===== src/rtl/sbs_pkg.sv =====
package sbs_pkg;

  typedef enum logic [1:0] {
    CMD_NONE  = 2'd0,
    CMD_READ  = 2'd1,
    CMD_WRITE = 2'd2
  } sbs_cmd_e;

  // low two address bits for a given beat of a burst
  function automatic logic [1:0] beat_low_bits(input logic [1:0] start_lo,
                                               input logic [1:0] beat,
                                               input logic       ileave);
    logic [1:0] r;
    if (ileave) r = start_lo ^ beat;
    else        r = start_lo + beat;
    return r;
  endfunction

endpackage


===== src/rtl/sbs_burst_ctrl.sv =====
module sbs_burst_ctrl #(
  parameter int ADDR_W = 6
) (
  input  logic              clk,
  input  logic              rst_n,
  input  logic              load,
  input  logic              step,
  input  logic              ileave,
  input  logic [ADDR_W-1:0] ext_addr,
  output logic [ADDR_W-1:0] acc_addr
);
  import sbs_pkg::*;

  logic [ADDR_W-1:0] base_q;
  logic [1:0]        cnt_q;
  logic [1:0]        cnt_nxt;

  assign cnt_nxt  = cnt_q + 2'd1;
  assign acc_addr = load ? ext_addr
                         : {base_q[ADDR_W-1:2], beat_low_bits(base_q[1:0], cnt_nxt, ileave)};

  always_ff @(posedge clk or negedge rst_n) begin
    if (!rst_n) begin
      base_q <= '0;
      cnt_q  <= '0;
    end else if (load) begin
      base_q <= ext_addr;
      cnt_q  <= '0;
    end else if (step) begin
      cnt_q  <= cnt_nxt;
    end
  end


  load_restart_chk: assert property (@(posedge clk) disable iff (!rst_n)
    load |=> (cnt_q == 2'd0) && (base_q == $past(ext_addr)));


  beat_wrap_chk: assert property (@(posedge clk) disable iff (!rst_n)
    (step && !load && cnt_q == 2'd3) |=> cnt_q == 2'd0);


  burst_hold_chk: assert property (@(posedge clk) disable iff (!rst_n)
    (!step && !load) |=> $stable(cnt_q) && $stable(base_q));

endmodule


===== src/rtl/sbs_lane_write.sv =====
module sbs_lane_write #(
  parameter int LANES = 4
) (
  input  logic             clk,
  input  logic             rst_n,
  input  logic             allow,
  input  logic             gw,
  input  logic             bw_en,
  input  logic [LANES-1:0] lane_we,
  output logic [LANES-1:0] we_mask
);

  function automatic logic [LANES-1:0] lanes_to_write(input logic g,
                                                      input logic b,
                                                      input logic [LANES-1:0] sel);
    logic [LANES-1:0] m;
    if (g)      m = '1;
    else if (b) m = sel;
    else        m = '0;
    return m;
  endfunction

  assign we_mask = allow ? lanes_to_write(gw, bw_en, lane_we) : '0;


  global_all_chk: assert property (@(posedge clk) disable iff (!rst_n)
    (allow && gw) |-> (&we_mask));


  lane_subset_chk: assert property (@(posedge clk) disable iff (!rst_n)
    !gw |-> ((we_mask & ~lane_we) == '0));

endmodule


===== src/rtl/sbs_lane_mem.sv =====
module sbs_lane_mem #(
  parameter int ADDR_W = 6,
  parameter int LANES  = 4,
  parameter int LANE_W = 9
) (
  input  logic                    clk,
  input  logic [LANES-1:0]        we_mask,
  input  logic [ADDR_W-1:0]       wr_addr,
  input  logic [LANES*LANE_W-1:0] wdata,
  input  logic [ADDR_W-1:0]       rd_addr,
  output logic [LANES*LANE_W-1:0] rdata
);
  localparam int DEPTH = 1 << ADDR_W;

  for (genvar g = 0; g < LANES; g++) begin : g_lane
    logic [LANE_W-1:0] arr [DEPTH];

    always_ff @(posedge clk) begin
      if (we_mask[g]) arr[wr_addr] <= wdata[g*LANE_W +: LANE_W];
    end

    assign rdata[g*LANE_W +: LANE_W] = arr[rd_addr];
  end

endmodule


===== src/rtl/sbs_read_stage.sv =====
module sbs_read_stage #(
  parameter int ADDR_W = 6,
  parameter int DATA_W = 36
) (
  input  logic              clk,
  input  logic              rst_n,
  input  logic              rd_fire,
  input  logic [ADDR_W-1:0] rd_addr,
  input  logic              pipe_mode,
  input  logic              oe,
  input  logic              sleep,
  output logic [ADDR_W-1:0] mem_raddr,
  input  logic [DATA_W-1:0] mem_rdata,
  output logic [DATA_W-1:0] dout,
  output logic              dout_oe
);

  logic [ADDR_W-1:0] ra_q;
  logic              rv_q;
  logic              pv_q;
  logic [DATA_W-1:0] pd_q;
  logic              stage_live;

  always_ff @(posedge clk or negedge rst_n) begin
    if (!rst_n) begin
      ra_q <= '0;
      rv_q <= 1'b0;
      pv_q <= 1'b0;
      pd_q <= '0;
    end else begin
      if (rd_fire) ra_q <= rd_addr;
      rv_q <= rd_fire;
      pv_q <= rv_q;
      pd_q <= mem_rdata;
    end
  end

  assign mem_raddr  = ra_q;
  assign stage_live = pipe_mode ? pv_q : rv_q;
  assign dout_oe    = oe && !sleep && stage_live;
  assign dout       = dout_oe ? (pipe_mode ? pd_q : mem_rdata) : '0;


  flow_drive_chk: assert property (@(posedge clk) disable iff (!rst_n)
    (!pipe_mode && oe && !sleep && $past(rd_fire)) |-> dout_oe);


  pipe_drive_chk: assert property (@(posedge clk) disable iff (!rst_n)
    (pipe_mode && oe && !sleep && $past(rd_fire, 2)) |-> dout_oe);


  flow_release_chk: assert property (@(posedge clk) disable iff (!rst_n)
    (!pipe_mode && !$past(rd_fire)) |-> !dout_oe);


  pipe_release_chk: assert property (@(posedge clk) disable iff (!rst_n)
    (pipe_mode && !$past(rd_fire, 2)) |-> !dout_oe);

endmodule


===== src/rtl/sync_burst_sram.sv =====
module sync_burst_sram #(
  parameter int ADDR_W = 6,
  parameter int LANES  = 4,
  parameter int LANE_W = 9,
  localparam int DATA_W = LANES * LANE_W
) (
  input  logic              clk,
  input  logic              rst_n,
  input  logic [ADDR_W-1:0] addr,
  input  logic [DATA_W-1:0] din,
  input  logic              ce,
  input  logic              start_p,
  input  logic              start_c,
  input  logic              adv,
  input  logic [LANES-1:0]  lane_we,
  input  logic              bw_en,
  input  logic              gw,
  input  logic              order_sel,
  input  logic              pipe_mode,
  input  logic              oe,
  input  logic              sleep,
  output logic [DATA_W-1:0] dout,
  output logic              dout_oe
);
  import sbs_pkg::*;

  logic              any_start;
  logic              load_ev;
  logic              step_ev;
  logic              wr_req;
  sbs_cmd_e          cmd;
  logic              rd_fire;
  logic [ADDR_W-1:0] acc_addr;
  logic [LANES-1:0]  we_mask;
  logic [ADDR_W-1:0] mem_raddr;
  logic [DATA_W-1:0] mem_rdata;

  assign any_start = start_p || start_c;
  assign load_ev   = !sleep && ce && any_start;
  assign step_ev   = !sleep && !any_start && adv;
  assign wr_req    = gw || (bw_en && (|lane_we));

  always_comb begin
    if (!(load_ev || step_ev))            cmd = CMD_NONE;
    else if (load_ev && start_p)          cmd = CMD_READ;
    else if (wr_req)                      cmd = CMD_WRITE;
    else                                  cmd = CMD_READ;
  end

  assign rd_fire = (cmd == CMD_READ);

  sbs_burst_ctrl #(.ADDR_W(ADDR_W)) u_burst (
    .clk      (clk),
    .rst_n    (rst_n),
    .load     (load_ev),
    .step     (step_ev),
    .ileave   (order_sel),
    .ext_addr (addr),
    .acc_addr (acc_addr)
  );

  sbs_lane_write #(.LANES(LANES)) u_lwr (
    .clk     (clk),
    .rst_n   (rst_n),
    .allow   (cmd == CMD_WRITE),
    .gw      (gw),
    .bw_en   (bw_en),
    .lane_we (lane_we),
    .we_mask (we_mask)
  );

  sbs_lane_mem #(.ADDR_W(ADDR_W), .LANES(LANES), .LANE_W(LANE_W)) u_mem (
    .clk     (clk),
    .we_mask (we_mask),
    .wr_addr (acc_addr),
    .wdata   (din),
    .rd_addr (mem_raddr),
    .rdata   (mem_rdata)
  );

  sbs_read_stage #(.ADDR_W(ADDR_W), .DATA_W(DATA_W)) u_rd (
    .clk       (clk),
    .rst_n     (rst_n),
    .rd_fire   (rd_fire),
    .rd_addr   (acc_addr),
    .pipe_mode (pipe_mode),
    .oe        (oe),
    .sleep     (sleep),
    .mem_raddr (mem_raddr),
    .mem_rdata (mem_rdata),
    .dout      (dout),
    .dout_oe   (dout_oe)
  );


  sleep_quiet_chk: assert property (@(posedge clk) disable iff (!rst_n)
    sleep |-> (we_mask == '0) && !rd_fire);


  pstart_read_chk: assert property (@(posedge clk) disable iff (!rst_n)
    (ce && start_p) |-> (we_mask == '0));


  ce_gate_chk: assert property (@(posedge clk) disable iff (!rst_n)
    (!ce && any_start) |-> (we_mask == '0) && !rd_fire);


  oe_gate_chk: assert property (@(posedge clk) disable iff (!rst_n)
    !oe |-> !dout_oe && (dout == '0));

endmodule


===== config.mk =====
export PLATFORM = sky130hd
export DESIGN_NAME = sync_burst_sram
export DESIGN_NICKNAME = d
export VERILOG_FILES = /design/src/rtl/sbs_pkg.sv /design/src/rtl/sbs_burst_ctrl.sv /design/src/rtl/sbs_lane_write.sv /design/src/rtl/sbs_lane_mem.sv /design/src/rtl/sbs_read_stage.sv /design/src/rtl/sync_burst_sram.sv
export SDC_FILE = /design/constraint.sdc
export NUM_CORES = 2
export LEC_CHECK = 0
export ABC_AREA = 1
export BUFFER_PORTS_ARGS = -buffer_cell sky130_fd_sc_hd__buf_2
export CAP_MARGIN = 20
export CELL_PAD_IN_SITES_DETAIL_PLACEMENT = 0
export CELL_PAD_IN_SITES_GLOBAL_PLACEMENT = 1
export CORE_MARGIN = 2
export CORE_UTILIZATION = 47
export CTS_CLUSTER_SIZE = 40
export DETAILED_ROUTE_END_ITERATION = 12
export PLACE_DENSITY_LB_ADDON = 0.1
export SETUP_SLACK_MARGIN = 0.3
export SYNTH_ARGS = -nofsm -noshare
export SYNTH_HDL_FRONTEND = slang
export SYNTH_SLANG_ARGS = --single-unit

===== constraint.sdc =====
create_clock -name clk -period 2.7 [get_ports clk]
set_input_delay 0.675 -clock clk [delete_from_list [all_inputs] [get_ports clk]]
set_output_delay 0.675 -clock clk [all_outputs]
set_load 0.05 [all_outputs]

==> summary.md <==
| Metric | Value |
|---|---|
| Worst IR Drop VDD | 0.758 mV |
| I/O pin cnt | 95 |
| Layout area overhead | 27.1% |
| Failing checks | negative setup slack |
| Pre-antenna DRT Iters | 6 |
| Final hold slack | 0.0883 ns |
| Commonest non-fill, non-tap cell in the layout | nand2_1 |
| Grt ovf | 0 |
| Power Density | 923 nW/um^2 |
| Synth Cell Area | 95500 sq um |
| Fin crit share | 147% |
| DPL Wire Length | 184 mm |
| Antenna viol nets, final | 0 |
| Skew final | 0.0265 ns |
| Max Cap Viol | 0 |
| Lkg Pwr | 44.3 nW |
| Setup Crit Path Kind | reg2out |
| Critical Path AT | 3.28 ns |
| Min Tclk post-route | 3.96 ns |
| Initial Util | 47.3% |
| Post-synth ARST share | 2.21% |
| Hold Startpoint | din[26] |
| Global-route wire length before repair | 430 mm |
| Final setup vio count | 37 |
| Root Driver | clkbuf_16 |
| Dpl ws | -0.847 ns |
| Vias in the first global route | 62800 |
| Initial antenna violation count | 5 |
| Startpoint types | flip-flop |
| CTS Buffer Depth | 3 |
| Worst slew pin tran | 1.15 ns |
| Buffers added on ports | 94 |
| CTS tree | done |
| Hold Path Class | in2reg |
| RePlAce Congestion | 0.891 |
| Post-synth cell types | 31 |
| Final #Nets | 8872 |
| Max FO, Critical Path | 8 |
| Worst-Skew Late Latency | 0.89 ns |
| Status | finished with violations |
| Sequential area share after synthesis | 73.8% |
| Max Clock Freq | 253 MHz |
| Wire per inst | 25.9 microns |
| Critical path startpoint | u_rd.mem_raddr[0] |
| Layout cells sized above 1 | 22.1% |
| Final wirelength | 303 mm |
| RSZ-0062 raised after global routing | true |
| Slew Limit Fails | 0 |
| Critical R2R Launch | u_burst.cnt_q[0] |
| Pin count of the biggest net entering global routing | 65 |
| Via Count | approximately 66000 |
| Num CTS Buffers | 239 |
| Gr usage total | between 20% and 30% |
| Remaining routing DRC violations | 0 |
| Clk pin slew, worst setup/hold paths | about 0.060 ns |
| Relative slew margins | 23.2% |
| Drt initial violations | 6660 |
| Setup crit end kind | output pin |
| Main synth FF type | edfxtp_1 |
| Die X | 455 microns |
| Number of vias per cell | between 5 and 6 |
| Number of enable flip-flop cells after synthesis | 2304 |
| Synth Area per Inst | around 12 sq um |
| Chip height | 455 microns |
| Yosys reg bits | 2356 |
| Die ar. | ~210000 sq um |
| Final Hold Viols | 0 |
| Clock sink count | 2356 |
| H-tree Lvls | 4 |
| Most frequent cells in the layout | 2380 x nand2_1, 2304 x edfxtp_1, 1899 x nand3_1 |
| Core Area | 202000 sq um |
| Mapped Nets | 8088 |
| Synthesis Warnings | 0 |
| Req. time, crit path | 2.03 ns |
| Final worst slack | -1.26 ns |
| Row cnt | between 150 and 200 |
| Final TNS setup | -42.90 ns |
| Synth Instances | 8029 |
cell type report:
class / count / area [sq um]
Tap cell: 2672 / 3340
Clock buffer: 305 / 6330
Timing Repair Buffer: 1102 / 13900
Inverter: 69 / 305
Clock inverter: 143 / 1350
Sequential cell: 2356 / 70500
Fill cell: 15900 / 80700
Multi-Input combinational cell: 5045 / 25700
Antenna cell: 3 / 7.51
path summary, 6_finish.rpt:
kind	endpoint	slack, ns	cells past startpoint
max	dout[34]	-1.26	14
min	u_mem.g_lane[2].arr[6][8]	0.09	1
max reg2reg	u_mem.g_lane[0].arr[5][6]	0.03	12
min reg2reg	u_burst.base_q[0]	0.49	2
max in group asynchronous	u_rd.mem_raddr[2]	1.45	2
min in group asynchronous	u_rd.pd_q[27]	0.48	2
cell usage after synthesis, drive strengths merged (3+ instances only):
cell type | count | area (sq um)
nand2 | 2435 | 9140
edfxtp | 2304 | 69200
nand3 | 2207 | 11000
buf | 283 | 1350
clkbuf | 278 | 1040
nor2 | 140 | 589
nor3 | 129 | 796
inv | 67 | 256
dfrtp | 52 | 1300
o21ai | 49 | 268
nand4 | 37 | 231
a21oi | 35 | 175
or2 | 5 | 31.3
o2111ai | 3 | 45.0
state kept, by name, summed over array words and instances, names as in the netlist:
register          flops
u_rd.pv_q             1
u_burst.base_q        6
u_rd.pd_q            36
u_burst.cnt_q         2
u_mem.g_lane.arr   2304
u_rd.rv_q             1
u_rd.mem_raddr        6
power breakdown:
part,leakage [nW],total [W],internal (W),switching (W)
Clock,3.75,0.0328,0.0188,0.0140
Sequential,21.3,0.0408,0.0406,0.000211
Combinational,19.2,0.0385,0.0143,0.0242
Total,44.3,0.112,0.0737,0.0384
per-stage QoR:
step / instance area (sq um) / total power, W / util [%] / std cells
final: 121000 / 0.112 / 60.1 / 11700
after global routing: 121000 / 0.116 / 60.1 / 11700
after CTS: 118000 / 0.110 / 58.1 / 11600
after detailed placement: 107000 / 0.0733 / 52.8 / 11100
after global placement: 107000 / 0.0731 / 52.8 / 11100
after floorplan: 96600 / 0.0589 / - / 8029
cell families after synthesis:
kind of cell,count (synthesis),share of synthesized area (%)
xor gates and xnor gates,2,0.0183
buffers and inverters,630,2.79
AOI/OAI and AO/OA,87,0.511
DFF,2356,73.8
adders and majority gates,1,0.0131
and+or+nand+nor,4953,22.9
timing repair:
action | in CTS | in global routing
gates resized for setup | 418 | 530
setup buffers | 25 | 71
gates cloned | 28 | 52
pin swaps | 41 | 95
hold buffers | 1 | 0
endpoints found under the setup margin | 2249 | 2282
hold endpoints to repair | 29 | 0
critical path: stages (launching register included):
cell     delay [ns]
dfrtp_4        0.54
inv_12         0.15
buf_12         0.15
buf_16         0.18
buf_8          0.15
buf_8          0.12
nand2_1        0.06
nand3_1        0.10
nand3_1        0.10
nand3_1        0.14
nand3_2        0.12
nand3_2        0.11
nand2_4        0.10
a21oi_4        0.19
buf_8          0.16
routing by layer:
metal | up-vias | global-route usage [%] | wire length (microns)
li1 | 30300 | - | -
met2 | 2413 | 46.1 | 146000
met1 | 33000 | 39.6 | 125000
met5 | - | 0 | 7
met3 | 478 | 4.00 | 20500
met4 | 2 | 10.2 | 11200
Note: power is estimated with default switching activity, not from simulation.
